===== src/rtl/pgx_pkg.sv =====
// Package: shared types for the paged address translator.
// Assumes two-bit region codes that downstream decoders read directly.
package pgx_pkg;
    typedef enum logic [1:0] {
        RGN_PLAIN  = 2'b00,
        RGN_DIRECT = 2'b01,
        RGN_FLASH  = 2'b10
    } rgn_e;
endpackage


===== src/rtl/pgx_page_reg.sv =====
// Page index register. It is loaded from the register bus or from a core-side
// port, and the core port wins a collision.
// Assumes both strobes are synchronous to clk; reset is synchronous active-low.
module pgx_page_reg #(
    parameter int PIDX_W = 4,
    parameter logic [PIDX_W-1:0] RST_VAL = 4'hE
) (
    input  logic              clk,
    input  logic              rst_n,
    input  logic              bus_we,
    input  logic [PIDX_W-1:0] bus_d,
    input  logic              core_we,
    input  logic [PIDX_W-1:0] core_d,
    output logic [PIDX_W-1:0] q
);
    // Hold the index; the core load takes priority over the bus write.
    always_ff @(posedge clk) begin
        if (!rst_n)
            q <= RST_VAL;
        else if (core_we)
            q <= core_d;
        else if (bus_we)
            q <= bus_d;
    end
endmodule


===== src/rtl/pgx_dpage_reg.sv =====
// Direct-page register. It accepts one write after reset and ignores the rest.
// Assumes software writes it once; later writes are silently dropped.
module pgx_dpage_reg #(
    parameter int DP_W = 8
) (
    input  logic            clk,
    input  logic            rst_n,
    input  logic            bus_we,
    input  logic [DP_W-1:0] bus_d,
    output logic [DP_W-1:0] q,
    output logic            locked
);
    // Latch the first write and set the lock with it.
    always_ff @(posedge clk) begin
        if (!rst_n) begin
            q      <= '0;
            locked <= 1'b0;
        end else if (bus_we && !locked) begin
            q      <= bus_d;
            locked <= 1'b1;
        end
    end
endmodule


===== src/rtl/pgx_addr_map.sv =====
// Combinational translator. It forms the local address, classifies it and
// builds the global address.
// Assumes the window is the quarter of local space whose top two bits match
// WIN_TAG, and that the global width is at least the local width.
module pgx_addr_map
    import pgx_pkg::*;
#(
    parameter int LADDR_W = 16,
    parameter int PIDX_W  = 4,
    parameter int DP_W    = 8,
    parameter logic [1:0] WIN_TAG = 2'b10,
    localparam int OFS_W   = LADDR_W - DP_W,
    localparam int BLK_W   = LADDR_W - 2,
    localparam int GADDR_W = PIDX_W + BLK_W
) (
    input  logic               acc_direct,
    input  logic [LADDR_W-1:0] acc_addr,
    input  logic [OFS_W-1:0]   acc_ofs,
    input  logic [PIDX_W-1:0]  pidx,
    input  logic [DP_W-1:0]    dpage,
    output logic [LADDR_W-1:0] loc_addr,
    output logic [GADDR_W-1:0] glb_addr,
    output rgn_e               region
);
    logic               in_win;
    logic [GADDR_W-1:0] pass_addr;

    // Pick the local address source: the direct page plus offset, or the full address.
    always_comb begin
        loc_addr = acc_direct ? {dpage, acc_ofs} : acc_addr;
    end

    // Test whether the local address falls in the paged window.
    always_comb begin
        in_win = (loc_addr[LADDR_W-1 -: 2] == WIN_TAG);
    end

    // Widen the local address for pass-through, zero-extending when the global space is wider.
    generate
        if (GADDR_W > LADDR_W) begin : g_widen
            assign pass_addr = {{(GADDR_W-LADDR_W){1'b0}}, loc_addr};
        end else begin : g_same
            assign pass_addr = loc_addr[GADDR_W-1:0];
        end
    endgenerate

    // Choose the global address and region; the flash window takes priority.
    always_comb begin
        if (in_win) begin
            glb_addr = {pidx, loc_addr[BLK_W-1:0]};
            region   = RGN_FLASH;
        end else begin
            glb_addr = pass_addr;
            region   = acc_direct ? RGN_DIRECT : RGN_PLAIN;
        end
    end
endmodule


===== src/rtl/page_xlate.sv =====
// Top of the paged address translator. It decodes register bus writes,
// muxes read data and instantiates the two registers and the mapper.
// Assumes a single-cycle register bus with combinational read data.
module page_xlate
    import pgx_pkg::*;
#(
    parameter int LADDR_W = 16,
    parameter int PIDX_W  = 4,
    parameter int DP_W    = 8,
    parameter int RB_AW   = 8,
    parameter int RB_DW   = 8,
    parameter logic [RB_AW-1:0] DP_OFS   = 8'h30,
    parameter logic [RB_AW-1:0] PIDX_OFS = 8'h31,
    parameter logic [PIDX_W-1:0] PIDX_RST = 4'hE,
    localparam int OFS_W   = LADDR_W - DP_W,
    localparam int GADDR_W = PIDX_W + LADDR_W - 2
) (
    input  logic               clk,
    input  logic               rst_n,
    input  logic               rb_wr,
    input  logic [RB_AW-1:0]   rb_addr,
    input  logic [RB_DW-1:0]   rb_wdata,
    output logic [RB_DW-1:0]   rb_rdata,
    input  logic               core_ld,
    input  logic [PIDX_W-1:0]  core_pidx,
    input  logic               acc_direct,
    input  logic [LADDR_W-1:0] acc_addr,
    input  logic [OFS_W-1:0]   acc_ofs,
    output logic [LADDR_W-1:0] loc_addr,
    output logic [GADDR_W-1:0] glb_addr,
    output logic [1:0]         region
);
    logic              we_pidx;
    logic              we_dp;
    logic [PIDX_W-1:0] pidx_q;
    logic [DP_W-1:0]   dp_q;
    logic              dp_lock;
    rgn_e              rgn;

    // Decode which register a bus write targets.
    always_comb begin
        we_pidx = rb_wr && (rb_addr == PIDX_OFS);
        we_dp   = rb_wr && (rb_addr == DP_OFS);
    end

    pgx_page_reg #(.PIDX_W(PIDX_W), .RST_VAL(PIDX_RST)) u_page (
        .clk     (clk),
        .rst_n   (rst_n),
        .bus_we  (we_pidx),
        .bus_d   (rb_wdata[PIDX_W-1:0]),
        .core_we (core_ld),
        .core_d  (core_pidx),
        .q       (pidx_q)
    );

    pgx_dpage_reg #(.DP_W(DP_W)) u_dpage (
        .clk    (clk),
        .rst_n  (rst_n),
        .bus_we (we_dp),
        .bus_d  (rb_wdata[DP_W-1:0]),
        .q      (dp_q),
        .locked (dp_lock)
    );

    pgx_addr_map #(.LADDR_W(LADDR_W), .PIDX_W(PIDX_W), .DP_W(DP_W)) u_map (
        .acc_direct (acc_direct),
        .acc_addr   (acc_addr),
        .acc_ofs    (acc_ofs),
        .pidx       (pidx_q),
        .dpage      (dp_q),
        .loc_addr   (loc_addr),
        .glb_addr   (glb_addr),
        .region     (rgn)
    );

    // Drive the region code on the output port.
    always_comb begin
        region = rgn;
    end

    // Mux read data, zero-extended; unmapped offsets read zero.
    always_comb begin
        rb_rdata = '0;
        if (rb_addr == PIDX_OFS)
            rb_rdata[PIDX_W-1:0] = pidx_q;
        else if (rb_addr == DP_OFS)
            rb_rdata[DP_W-1:0] = dp_q;
    end
endmodule


===== config.mk =====
export PLATFORM = sky130hd
export DESIGN_NAME = page_xlate
export DESIGN_NICKNAME = d
export VERILOG_FILES = /design/src/rtl/pgx_pkg.sv /design/src/rtl/pgx_page_reg.sv /design/src/rtl/pgx_dpage_reg.sv /design/src/rtl/pgx_addr_map.sv /design/src/rtl/page_xlate.sv
export SDC_FILE = /design/constraint.sdc
export NUM_CORES = 1
export LEC_CHECK = 0
export BUFFER_PORTS_ARGS = -buffer_cell sky130_fd_sc_hd__buf_2
export CAP_MARGIN = 10
export CORE_MARGIN = 2
export CORE_UTILIZATION = 28
export DETAILED_ROUTE_END_ITERATION = 8
export HOLD_SLACK_MARGIN = 0.15
export PLACE_DENSITY_LB_ADDON = 0.08
export SLEW_MARGIN = 20
export SYNTH_ARGS = -nofsm -noshare
export SYNTH_HDL_FRONTEND = slang
export SYNTH_SLANG_ARGS = --single-unit

===== constraint.sdc =====
create_clock -name clk -period 3.7 [get_ports clk]
set_clock_uncertainty 0.1 [all_clocks]
set_input_delay 0.185 -clock clk [delete_from_list [all_inputs] [get_ports clk]]
set_output_delay 0.185 -clock clk [all_outputs]
set_load 0.02 [all_outputs]

# [After elaboration in Yosys (flattened, before gate mapping)]
# Cells that the tools add are included.
[op_classes] eq_ne=3 muxes=9 n_reduce_logical=5
[ops] op="$mux W18" count=1
[ops] op="$eq A8 B6 Y1 const B" count=2
[ops] op="$mux W16" count=1
[ops] op="$mux W4" count=4
[ops] op="$mux W8" count=1
[ops] op="$logic_and A1 B1 Y1" count=3
[ops] op="$eq A2 B2 Y1 const B" count=1
[ops] op="$mux W2" count=1
[ops] op="$reduce_bool A2 Y1" count=1
[ops] op="$logic_not A1 Y1" count=1
[ops] op="$mux W1" count=1
[word_totals] regBits=13 output_inout_bits=44 word_cells=20

# [Longest topological paths before layout]
[depth] word_depth=4 depth_mapped=5

# [Cells and area by module]
# A second synthesis with hierarchy kept.
[unflattened] hier_cells=129 hier_area_um2=1164.9
[modules_own_cells] module="pgx_addr_map" n_inst=1 cells_per_inst=49 area_each_um2=412.9 seq_area_each_um2=0.0
[modules_own_cells] module="pgx_dpage_reg" n_inst=1 cells_per_inst=38 area_each_um2=375.4 seq_area_each_um2=180.2
[modules_own_cells] module="page_xlate" n_inst=1 cells_per_inst=25 area_each_um2=188.9 seq_area_each_um2=0.0
[modules_own_cells] module="pgx_page_reg" n_inst=1 cells_per_inst=17 area_each_um2=187.7 seq_area_each_um2=80.1

# [Worst setup path after synthesis]
# Ideal clock, no wire load.
[synth_path] path_kind="input-to-output" startpoint="in rb_addr[6]" endpoint="out rb_rdata[4]" arrival_ps=1762 required_time_ps=3415 setup_slack_ps=1653 stages=5 cell_sequence="or4_4 > buf_6 > or2_1 > clkbuf_1 > nor3b_1"
[synth_between] elab_chain_len=3 word_cells_on_any_way=4
[synth_rtl] item="start, declared" line_no="page_xlate.sv:21" rtl="input logic [RB_AW-1:0] rb_addr,"
[synth_rtl] item="$eq A8 B6 Y1" line_no="page_xlate.sv:86" rtl="else if (rb_addr == DP_OFS)"
[synth_rtl] item="$mux W8" line_no="page_xlate.sv:86"
[synth_rtl] item="$mux W4 *" line_no="page_xlate.sv:84" rtl="if (rb_addr == PIDX_OFS)"
[synth_rtl] item="end, declared" line_no="page_xlate.sv:23" rtl="output logic [RB_DW-1:0] rb_rdata,"
# Mark *: on every way between the ends. The rest lies on a longest branch, timed or not.

# [Worst setup path in the final report]
# Same ends and word-level chain as after synthesis.

==> results.md <==
- First-pass GRT wire length: 4670 um
- Die ar.: 0.00439 mm2
- Cells along the critical path: buf_2 -> or4_4 -> or2_1 -> nor3b_1 -> buf_2
- Die span in y: 66.3 um
- Cell family with most CP delay: simple AND/OR/NAND/NOR gates
- Peak VDD IR: 0.148 mV
- Largest area contributor in the netlist: dfxtp_1
- #FFs+latches synth: 13
- Critical path arrival: 1.66 ns
- Leakage power: 0.771 nW
- Switching pwr: 0.127 mW
- Switching share of power: 0.312
- Share of the synthesized area in the top cell type: 0.240
- CTS tree: done
- Initial antenna violation count: 0
- Hold Path Class: in2reg
- H-tree levels: 1
- Most frequent CP cell: buf_2
- Inserted Clock Buffers: 3
- Critical-path maximum fanout: 8
- Synthesized cell area: 0.00109 mm2
- Dpl ws: 1.71 ns
- Routability Congestion: 0.673
- Clk slew on worst S/H paths: 0.05 ns
- Hold Fails Final Rpt: 0
- Max Freq: 0.514 GHz
- HPWL after detailed placement: 2550 um
- Cell area power density: 257 mW/mm2
- Vias: 1201
- Final WS setup: 1.75 ns
- Final period utilization: 0.526
- Setup violations, final: 0
- Total grt overflow: 0
- Crit path capture type: primary output
- Top-Level Pins: 93
- Input/output buffers: 92
- N_diodes: 0
- Clk pwr share: 0.311
- Most frequent cells in the layout: 92 x buf_2, 19 x nand2_1, 15 x mux2_2, 13 x dfxtp_1, 12 x mux2i_1
- CP Launch Type: primary input
- Slew margin rel.: 0.531
- Synth Warn #: 0
- Core area: 0.00369 mm2
- RSZ-0062 raised after global routing: false
- Final Critical Period: 1.95 ns
- Synth cell types: 26
- Die W: 66.3 um
- Buf/Inv on CP: 2
- Status: finished clean
- Slew @ Worst Pin: 0.699 ns
- Slew Viols, Final: 0
- Most common cell after layout, fill and taps aside: buf_2
- Seq/Total Area, Yosys: 0.240
- Layout cells sized above 1: 0.550
- Initial core utilization: 0.294
- Syn avg cell area: 8.42 um2
- Clk buf depth: 2
- Row count: 22
- DRT iter0 DRCs: 14
- # DRC: 0
- Clock Tree Root: clkbuf_8
- Combinational share of power: 0.331
- DRT Wirelength: 3210 um
- Synthesized net count: 178
- Largest net degree at the start of global routing: 28
- Sequential Power Share: 0.358
- Vias in the first global route: 1030
- Drt first pass iters: 4
- P&R area growth vs syn: 45.3%
- Avg WL per Cell: 12.5 um
- Final-layout fill cell count: 409
- WP data required: 3.41 ns
- Synth Instances: 129
- Routed Antenna Nets: 0
- Pint: 0.279 mW
- GR Util All Layers: 0.138
- Setup TNS: 0 ns
- Layout net count: 259
- Via/cell ratio: 4.67
- Clock Latency Late Sink: 0.24 ns
- Slowest-stage cell, CP: or4_4
- # resized after CTS: 0
- Dominant cells by area after synthesis: dfxtp_1 24%, mux2_2 16%, mux2i_1 11%
- CP peak stage delay: 0.59 ns
- # Max-Cap Violations: 0
- Crit Path Class: in2out
- Clk sinks: 13
routing by layer:
layer,GRT usage,wire length (um),up-vias
met2,0.235,1510,63
met3,0.0273,317,2
met1,0.170,1360,542
li1,-,-,594
met4,0.0536,22,0
met5,0,0,-
timing repair:
action	4_1_cts	5_1_grt
endpoints found under the hold margin	8	0
hold buffers	8	0
buffers inserted	0	0
through the flow:
stage / hold slack, ns / power (mW) / cell area [um2] / utilization / std cells
6_report: 0.181 / 0.406 / 1580 / 0.428 / 257
5_1_grt: 0.201 / 0.428 / 1580 / 0.428 / 257
4_1_cts: 0.181 / 0.412 / 1580 / 0.428 / 257
3_5_place_dp: 0.341 / 0.277 / 1450 / 0.394 / 245
3_3_place_gp: 0.335 / 0.275 / 1450 / 0.394 / 245
2_1_floorplan: 0.227 / 0.239 / 1090 / - / 129
power by group through the flow:
| stage | Sequential, mW | Clock (mW) | Combinational (mW) |
|---|---|---|---|
| final | 0.145 | 0.126 | 0.134 |
| after global routing | 0.146 | 0.137 | 0.145 |
| after CTS | 0.146 | 0.130 | 0.136 |
| after detailed placement | 0.149 | 0 | 0.129 |
| after global placement | 0.149 | 0 | 0.127 |
| after floorplan | 0.147 | 0 | 0.0915 |
cells in the mapped netlist:
library cell / n
nand2_1: 19
buf_4: 15
mux2_2: 15
dfxtp_1: 13
mux2i_1: 12
nor2_1: 9
nor3b_1: 7
clkbuf_1: 5
nor4_1: 4
a311oi_1: 3
and2_1: 3
buf_1: 3
or3b_2: 3
inv_1: 2
nand2b_1: 2
nand3b_1: 2
o21a_1: 2
o21ai_0: 2
a211oi_1: 1
a21o_1: 1
buf_6: 1
nor4_4: 1
nor4b_1: 1
or2_1: 1
or3_1: 1
or4_4: 1
kinds of logic after synthesis:
| kind of cell | share of synthesized area |
|---|---|
| and+or+nand+nor | 0.285 |
| DFF | 0.240 |
| AOI/OAI and AO/OA | 0.0611 |
| buffers and inverters | 0.149 |
| muxes | 0.266 |
flip-flops by register name, indices dropped and copies added, names as in the netlist:
register,cells
u_dpage.locked,1
u_dpage.q,8
u_page.q,4
worst min-delay path: cells and delay by family:
| kind | cells | cell delay (ns) |
|---|---|---|
| buffers and inverters | 1 | 0.09 |
| AO/OA/AOI/OAI | 2 | 0.19 |
layout make-up:
| type | instances | area (um2) | area share |
|---|---|---|---|
| multi-input combinational | 90 | 664 | 0.421 |
| timing repair buffer | 100 | 541 | 0.343 |
| sequential | 13 | 260 | 0.165 |
| tap | 48 | 60.1 | 0.0381 |
| clock buffer | 4 | 45.0 | 0.0285 |
| inverter | 2 | 7.51 | 0.00476 |
path summary, 6_finish.rpt:
path                                startpoint              to  slack (ns)  cells after the start
worst max-delay path                rb_addr[6]     rb_rdata[4]        1.75                      5
worst min-delay path              core_pidx[0]     u_page.q[0]        0.18                      3
worst max register to register  u_dpage.locked    u_dpage.q[2]        2.27                      3
worst min register to register  u_dpage.locked  u_dpage.locked        0.36                      1
No activity file was read; power rests on OpenSTA's default activity.
